## src/rtl/opp_pkg.sv

```systemverilog
// Package: shared state encoding for the operating-point sequencer.
// Assumes: nothing beyond standard SystemVerilog.
package opp_pkg;

    typedef enum logic [2:0] {
        ST_IDLE,   // no transition, waiting for a stored request
        ST_UP_V,   // raising: voltage issued, waiting for regulator
        ST_UP_F,   // raising: frequency issued, waiting for lock
        ST_DN_F,   // lowering: frequency issued, waiting for lock
        ST_DN_V,   // lowering: voltage issued, waiting for regulator
        ST_FAULT   // handshake timed out, parked until reset
    } seq_state_t;

endpackage

```

## src/rtl/opp_table.sv

```systemverilog
// Module: maps a level index to a regulator code and a frequency code.
// Assumes: level is already saturated to LEVELS-1; the mapping is monotonic,
// so a higher level never yields a lower code.
module opp_table #(
    parameter int LEVELS     = 16,
    parameter int FREQ_STEPS = 16,
    parameter int LVL_W      = $clog2(LEVELS),
    parameter int FC_W       = $clog2(FREQ_STEPS)
) (
    input  logic [LVL_W-1:0] level,
    output logic [LVL_W-1:0] vcode,
    output logic [FC_W-1:0]  fcode
);

    localparam int LAST_LVL  = LEVELS - 1;
    localparam int LAST_FREQ = FREQ_STEPS - 1;

    int scaled;

    // Purpose: linear scaling of level onto the frequency step range.
    always_comb begin
        scaled = (int'(level) * LAST_FREQ) / LAST_LVL;
        vcode  = level;
        fcode  = FC_W'(scaled);
    end

endmodule

```

## src/rtl/opp_wait_timer.sv

```systemverilog
// Module: counts cycles spent waiting for a handshake and flags expiry.
// Assumes: clr is held while no wait is active and pulses whenever a wait
// is satisfied, so each wait starts counting from zero.
module opp_wait_timer #(
    parameter int TIMEOUT_CYC = 30000,
    parameter int CNT_W       = $clog2(TIMEOUT_CYC + 1)
) (
    input  logic clk,
    input  logic rst_n,
    input  logic run,
    input  logic clr,
    output logic expired
);

    localparam logic [CNT_W-1:0] LIMIT = CNT_W'(TIMEOUT_CYC - 1);

    logic [CNT_W-1:0] cnt_q;

    assign expired = run && (cnt_q == LIMIT);

    // Purpose: advance the wait counter, restarting it on each new wait.
    always_ff @(posedge clk) begin
        if (!rst_n || clr) begin
            cnt_q <= '0;
        end else if (run && !expired) begin
            cnt_q <= cnt_q + 1'b1;
        end
    end

endmodule

```

## src/rtl/opp_ctrl.sv

```systemverilog
// Module: transition state machine with a one-slot request store.
// Assumes: vreg_done/pll_done are single-cycle pulses that arrive only after
// the matching code changed; map_vcode/map_fcode are combinational from map_lvl.
module opp_ctrl
    import opp_pkg::*;
#(
    parameter int LEVELS = 16,
    parameter int REQ_W  = 5,
    parameter int LVL_W  = $clog2(LEVELS),
    parameter int FC_W   = 4
) (
    input  logic             clk,
    input  logic             rst_n,
    input  logic             req_valid,
    input  logic [REQ_W-1:0] req_level,
    input  logic             vreg_done,
    input  logic             pll_done,
    input  logic             expired,
    input  logic [LVL_W-1:0] map_vcode,
    input  logic [FC_W-1:0]  map_fcode,
    output logic [LVL_W-1:0] map_lvl,
    output logic [LVL_W-1:0] vreg_code,
    output logic [FC_W-1:0]  pll_code,
    output logic             busy,
    output logic [LVL_W-1:0] cur_level,
    output logic             err,
    output logic             wait_run,
    output logic             wait_clr
);

    localparam logic [REQ_W-1:0] TOP_REQ = REQ_W'(LEVELS - 1);
    localparam logic [LVL_W-1:0] TOP_LVL = LVL_W'(LEVELS - 1);

    seq_state_t       state_q;
    logic             pend_v;
    logic [LVL_W-1:0] pend_lvl;
    logic [LVL_W-1:0] tgt_q;
    logic [LVL_W-1:0] sat_lvl;
    logic             dispatch;
    logic             ack_taken;

    // Purpose: clamp the incoming request to the highest level.
    always_comb begin
        sat_lvl = (req_level > TOP_REQ) ? TOP_LVL : req_level[LVL_W-1:0];
    end

    // Purpose: decode wait status and handshake acceptance.
    always_comb begin
        busy      = (state_q == ST_UP_V) || (state_q == ST_UP_F) ||
                    (state_q == ST_DN_F) || (state_q == ST_DN_V);
        ack_taken = (((state_q == ST_UP_V) || (state_q == ST_DN_V)) && vreg_done) ||
                    (((state_q == ST_UP_F) || (state_q == ST_DN_F)) && pll_done);
        dispatch  = (state_q == ST_IDLE) && pend_v;
        map_lvl   = (state_q == ST_IDLE) ? pend_lvl : tgt_q;
        wait_run  = busy;
        wait_clr  = !busy || ack_taken;
    end

    // Purpose: one-slot request store, newest request wins.
    always_ff @(posedge clk) begin
        if (!rst_n) begin
            pend_v   <= 1'b0;
            pend_lvl <= '0;
        end else if (req_valid && (state_q != ST_FAULT)) begin
            pend_v   <= 1'b1;
            pend_lvl <= sat_lvl;
        end else if (dispatch) begin
            pend_v   <= 1'b0;
        end
    end

    // Purpose: sequence the two code changes around the handshakes.
    always_ff @(posedge clk) begin
        if (!rst_n) begin
            state_q   <= ST_IDLE;
            tgt_q     <= '0;
            cur_level <= '0;
            vreg_code <= '0;
            pll_code  <= '0;
            err       <= 1'b0;
        end else begin
            case (state_q)
                ST_IDLE: begin
                    if (pend_v && (pend_lvl > cur_level)) begin
                        tgt_q     <= pend_lvl;
                        vreg_code <= map_vcode;
                        state_q   <= ST_UP_V;
                    end else if (pend_v && (pend_lvl < cur_level)) begin
                        tgt_q     <= pend_lvl;
                        pll_code  <= map_fcode;
                        state_q   <= ST_DN_F;
                    end
                end
                ST_UP_V: begin
                    if (vreg_done) begin
                        pll_code <= map_fcode;
                        state_q  <= ST_UP_F;
                    end else if (expired) begin
                        err     <= 1'b1;
                        state_q <= ST_FAULT;
                    end
                end
                ST_UP_F: begin
                    if (pll_done) begin
                        cur_level <= tgt_q;
                        state_q   <= ST_IDLE;
                    end else if (expired) begin
                        err     <= 1'b1;
                        state_q <= ST_FAULT;
                    end
                end
                ST_DN_F: begin
                    if (pll_done) begin
                        vreg_code <= map_vcode;
                        state_q   <= ST_DN_V;
                    end else if (expired) begin
                        err     <= 1'b1;
                        state_q <= ST_FAULT;
                    end
                end
                ST_DN_V: begin
                    if (vreg_done) begin
                        cur_level <= tgt_q;
                        state_q   <= ST_IDLE;
                    end else if (expired) begin
                        err     <= 1'b1;
                        state_q <= ST_FAULT;
                    end
                end
                default: begin
                    state_q <= ST_FAULT;
                end
            endcase
        end
    end

endmodule

```

## src/rtl/opp_sequencer.sv

```systemverilog
// Module: top of the operating-point sequencer; ties the mapping, the state
// machine and the wait timer together.
// Assumes: a single clock domain; handshake inputs already synchronised.
module opp_sequencer #(
    parameter int LEVELS      = 16,
    parameter int FREQ_STEPS  = 16,
    parameter int REQ_W       = 5,
    parameter int TIMEOUT_CYC = 30000,
    parameter int LVL_W       = $clog2(LEVELS),
    parameter int FC_W        = $clog2(FREQ_STEPS)
) (
    input  logic             clk,
    input  logic             rst_n,
    input  logic             req_valid,
    input  logic [REQ_W-1:0] req_level,
    output logic [LVL_W-1:0] vreg_code,
    input  logic             vreg_done,
    output logic [FC_W-1:0]  pll_code,
    input  logic             pll_done,
    output logic             busy,
    output logic [LVL_W-1:0] cur_level,
    output logic             err
);

    logic [LVL_W-1:0] map_lvl;
    logic [LVL_W-1:0] map_vcode;
    logic [FC_W-1:0]  map_fcode;
    logic             wait_run;
    logic             wait_clr;
    logic             expired;

    opp_table #(
        .LEVELS(LEVELS), .FREQ_STEPS(FREQ_STEPS), .LVL_W(LVL_W), .FC_W(FC_W)
    ) u_table (
        .level(map_lvl), .vcode(map_vcode), .fcode(map_fcode)
    );

    opp_wait_timer #(
        .TIMEOUT_CYC(TIMEOUT_CYC)
    ) u_timer (
        .clk(clk), .rst_n(rst_n), .run(wait_run), .clr(wait_clr), .expired(expired)
    );

    opp_ctrl #(
        .LEVELS(LEVELS), .REQ_W(REQ_W), .LVL_W(LVL_W), .FC_W(FC_W)
    ) u_ctrl (
        .clk(clk), .rst_n(rst_n),
        .req_valid(req_valid), .req_level(req_level),
        .vreg_done(vreg_done), .pll_done(pll_done), .expired(expired),
        .map_vcode(map_vcode), .map_fcode(map_fcode), .map_lvl(map_lvl),
        .vreg_code(vreg_code), .pll_code(pll_code),
        .busy(busy), .cur_level(cur_level), .err(err),
        .wait_run(wait_run), .wait_clr(wait_clr)
    );

endmodule

```

## config.mk

```make
export PLATFORM = sky130hd
export DESIGN_NAME = opp_sequencer
export DESIGN_NICKNAME = d
export VERILOG_FILES = /design/src/rtl/opp_pkg.sv /design/src/rtl/opp_table.sv /design/src/rtl/opp_wait_timer.sv /design/src/rtl/opp_ctrl.sv /design/src/rtl/opp_sequencer.sv
export SDC_FILE = /design/constraint.sdc
export NUM_CORES = 1
export LEC_CHECK = 0
export ABC_CLOCK_PERIOD_IN_PS = 10200
export BUFFER_PORTS_ARGS = -buffer_cell sky130_fd_sc_hd__buf_4
export CORE_UTILIZATION = 40
export CTS_CLUSTER_SIZE = 8
export DETAILED_ROUTE_END_ITERATION = 7
export PLACE_DENSITY = 0.64
export SLEW_MARGIN = 20
export SYNTH_ARGS = -nofsm -noshare
export SYNTH_HDL_FRONTEND = slang
export SYNTH_HIERARCHICAL = 1
export SYNTH_SLANG_ARGS = --single-unit
```

## constraint.sdc

```tcl
create_clock -name clk -period 10.2 [get_ports clk]
set_input_delay 2.04 -clock clk [delete_from_list [all_inputs] [get_ports clk]]
set_output_delay 2.04 -clock clk [all_outputs]
set_load 0.05 [all_outputs]
```

==> flow_results.org <==
** Clock tree
- Clock-pin slew was measured on the worst setup and hold paths at ~0.070 ns.
- Post-cts repair resize count :: 0
- Max H-tree Level :: 2
- Hold repair after CTS inserted 0 buffers.
- In this run the deepest clock path goes through 2 buffers.
- Clock tree from TritonCTS :: yes
- Clock tree synthesis found a total of 40 sinks.
- Clock tree root buffer cell :: clkbuf_8
- In this run the post-CTS setup repair buffer count came out at 0.
- The number of clock buffers added by TritonCTS is 5.
- Worst-skew pair later-pin latency :: 0.29 ns

** Worst setup path
- Required arrival time at the worst endpoint :: around 10 ns
- The startpoint identified for the worst register-to-register timing path is u_ctrl/state_q[0].
- Category of the most critical setup path :: reg -> reg
- Worst reg2reg path depth :: 22
- In this run the critical register-to-register path is captured at u_ctrl/pll_code[0].
- Along the worst path, the maximum fanout reaches 11.
- The worst setup path is captured at a flop.
- The critical path starts at u_ctrl/state_q[0].
- Critical path data arrival time :: 6.75 ns
- STA classifies the critical path startpoint as a flop.
- The setup check on the worst reg-to-reg path leaves a slack of between 3 and 4 ns.

** Timing
- Between clock sinks in the finished design, the worst skew comes to ~0.0053 ns.
- Slew margin rel. :: 56.09%
- Peak clock frequency supported by timing :: 153.1 MHz
- In the finished design, the share of the clock period the worst path needs comes to 64.04%.
- RSZ-0062 raised after global routing :: no
- For the pin with the worst max-slew slack, the measured transition is about 0.65 ns.
- Final Max Slew Viols :: 0
- Final sum of negative setup slack :: 0 ns
- Minimum period implied by the final worst setup slack :: between 6 and 7 ns
- Setup violations remaining at the end of the flow were counted as 0.
- The final number of hold-violating endpoints is 0.
- Once routing completed, OpenROAD measured the worst setup slack at ~3.7 ns.

** Outcome
- Run status :: finished clean

** Logic synthesis
- Cells after synthesis :: 381
- Multiplexer share of the synthesized area :: 3.363%
- Complex-gate fraction of the synthesized area :: 23.54%
- Counting flops with an async set or reset pin after synthesis yields a share of 0%.
- Ranking of synthesized cells by area :: dfxtp_1 24%, ha_1 7.6%, nand2_1 6.2%, mux2i_1 3.4%, fa_1 3.1%
- After Yosys synthesis, full adders, half adders and majority gates account for between 10% and 20% of the synthesized area.
- Yosys top cell by area :: dfxtp_1
- Ys flop type :: dfxtp_1
- After synthesis, flip-flops and latches occupy between 20% and 30% of the total area.
- By area, the combinational part of the netlist is dominated by simple AND/OR/NAND/NOR gates.
- Cell area after synthesis :: roughly 3300 sq um
- Post-synthesis xor/xnor area fraction :: under 10%
- In the post-synthesis netlist, the cell with the most instances is nand2_1.
- Synthesis inferred 40 register bits.
- Share of the synthesized area in the top cell type :: roughly a quarter
- In this run the mean area of a mapped cell was approximately 8.6 sq um.
- By count the netlist is led by 54 x nand2_1, 40 x dfxtp_1, 24 x nor2_1.
- Fraction of the mapped netlist area in simple logic gates :: between 20 and 30%
- Yosys mapped the design onto 80 distinct sky130hd cell types.
- Syn nets :: ~420
- During synthesis, Yosys emitted a total of 6 warnings.
- Post-synth EDFFs :: 0

** GRT
- The total overflow left after global routing is 0.
- The first global-routing pass estimated 11.38 mm of wire.
- The via count of the first global-routing pass is roughly 2,500.
- Antenna violations before repair :: 0
- Entering global routing, the biggest net connects 38 pins.
- Global routing consumed, over all layers together, 16.25% of the routing resources.

** Floorplan
- I/O pin count :: 24
- After floorplanning, the core was sized to cover just under 8000 sq um.
- Chip Height :: between 90 and 100 microns
- After floorplanning, the core was divided into 32 placement rows.
- The die is 92.48 microns wide.
- The die covers 8552 sq um.
- Once the floorplan was initialized, standard cells occupied 41.94% of the core.

** Route
- Using the TritonRoute via totals, the vias-per-cell ratio works out to 5.474.
- Wires add up to between 6 and 7 mm.
- Number of detailed-routing iterations run before antenna repair :: 4
- DRT iter0 DRCs :: about 150
- Vias post-DR :: around 2,700
- Residual DRC :: 0
- In the final routed layout, each cell accounts on average for approximately 13 microns.
- Post-detailed-route count of antenna-violating nets :: 0

** Pwr
- Sequential cells burn a little under a quarter of the power.
- Net Sw Frac :: 46.86%
- Of the total power, the clock network draws a little over an eighth.
- In this run the static leakage power is around 1.4 nW.
- Power Density :: around 210 nW/um^2
- Switching power :: ~350 uW
- In this run, the combinational gates consume between 60% and 70% of the power.
- IR analysis of the VDD net gives a maximum drop of 0.1067 mV.
- Cell internal power was estimated by the tool at approximately 400 uW.

** Hold path
- The min-delay analysis places its worst path in the category reg -> reg.
- Hold EP :: u_ctrl/tgt_q[0]
- Number of cells on the worst hold path :: 2
- The startpoint identified for the worst hold timing path is u_ctrl/pend_lvl[0].

** Placed design
- Placed Cells incl. Taps :: a little under 500
- Hpwl dp :: around 5 mm
- Before CTS, the worst setup slack after placement is ~3.8 ns.
- The count of buffers added on input and output ports is 23.
- Dpl cell area :: between 3000 and 4000 sq um
- Routability congestion estimate from global placement :: 0.8850

** Layout
- Share of final-layout standard cells stronger than drive strength 1 :: 18.53%
- Final standard cell area without fillers :: approximately 3500 sq um
- After filler insertion, the fill cell instance count of the layout stands at between 700 and 800.
- 0 antenna diodes ended up in the layout.
- Post-layout net count :: roughly 430
- Final standard cell count with taps included and fillers excluded :: between 400 and 500
- Area added between synthesis and finish :: 7.490%

** Run
- Max-cap viol count :: 0
-- flip-flops by register name (all words and copies together) (netlist names) --
signal / count
u_ctrl/state_q: 3
u_ctrl/vreg_code: 4
u_ctrl/pll_code: 4
u_ctrl/err: 1
u_ctrl/tgt_q: 4
u_timer/cnt_q: 15
u_ctrl/pend_lvl: 4
u_ctrl/cur_level: 4
u_ctrl/pend_v: 1
-- worst max-delay path by stage --
stage | end | cells past startpoint
after floorplan | u_ctrl/pll_code[0] | 24
after global placement | u_ctrl/pll_code[0] | 22
after detailed placement | u_ctrl/pll_code[0] | 22
after CTS | u_ctrl/pll_code[0] | 22
after global routing | u_ctrl/pll_code[0] | 22
final | u_ctrl/pll_code[0] | 22
-- cell usage in the layout (no fill, tap or decap), types with 3 or more instances in the layout --
cell      count
or3_1         3
a21boi_0      3
nand2b_1      8
dfxtp_1      40
and2b_2       3
o211ai_1      4
buf_4        23
fa_1          5
a31oi_1       3
a21oi_1      16
a21o_1        4
o21a_1        5
nor2b_1       9
xnor2_1       7
nor3_1        7
and3_1        3
o31ai_1       3
xor2_1        4
o21ai_1       5
and3_2        3
o21ai_0      17
nor2_1       24
ha_1         20
nand2_1      54
inv_1        17
mux2i_1      11
a211o_1       3
nand4_1       8
o311a_1       4
nand3_1      12
clkbuf_8      5
-- layout make-up --
type                    instances  area, sq um  area share (%)
repair buffers                 23        172.7           4.906
clock buffers                   6        72.57           2.062
inverters                      18        67.56           1.920
flip-flops and latches         40        800.8           22.75
multi-input cells             306         2273           64.59
clock inverters                 1        5.005          0.1422
well taps                     102        127.6           3.626
-- cells by family (layout without fill, tap and decap cells) --
logic type,Yosys count,after routing
AND/OR/NAND/NOR,163,163
buffers and inverters,35,48
flip-flops,40,40
multiplexers,11,11
XOR/XNOR,13,13
AO/OA/AOI/OAI,94,94
adder cells (fa/ha/maj),25,25
-- metrics by stage --
stage | hold WS (ns) | power [mW] | util (%)
floorplan | 0.4360 | 0.5888 | -
global placement | 0.4525 | 0.6482 | 44.09
detailed placement | 0.4561 | 0.6541 | 44.09
CTS | 0.4687 | 0.7559 | 45.08
global route | 0.4883 | 0.8171 | 45.08
finish | 0.4625 | 0.7497 | 45.08
-- power groups by stage --
stage               Clock (mW)  Combinational [mW]  Sequential [mW]
CTS                      0.103               0.474            0.179
global route             0.110               0.527            0.180
global placement             0               0.466            0.182
finish                  0.0981               0.473            0.179
floorplan                    0               0.401            0.188
detailed placement           0               0.472            0.182
-- worst max-delay path, stage by stage (launching register included) --
cell and delay (ns):
dfxtp_1 0.46, or3_1 0.53, o21ai_0 0.57, fa_1 0.55, fa_1 0.47, ha_1 0.34, a211o_1 0.38, a2111oi_4 0.35
a211o_2 0.22, inv_2 0.10, ha_1 0.27, a2111oi_2 0.33, a211oi_2 0.11, or3_4 0.45, and2_2 0.19, ha_1 0.27
nand2_1 0.06, nor3b_1 0.23, mux2i_1 0.11, a22oi_1 0.15, a211o_1 0.15, nand2_1 0.04, o21ai_0 0.13
-- routing by layer --
| layer | vias up | routed length (microns) | GRT usage, % |
|---|---|---|---|
| li1 | 1382 | - | - |
| met1 | 1288 | 3379 | 22.67 |
| met2 | 41 | 3013 | 25.56 |
| met3 | 4 | 185 | 2.135 |
| met4 | 0 | 61 | 5.729 |
| met5 | - | 0 | 0 |
(Power assumes the default switching activity.)
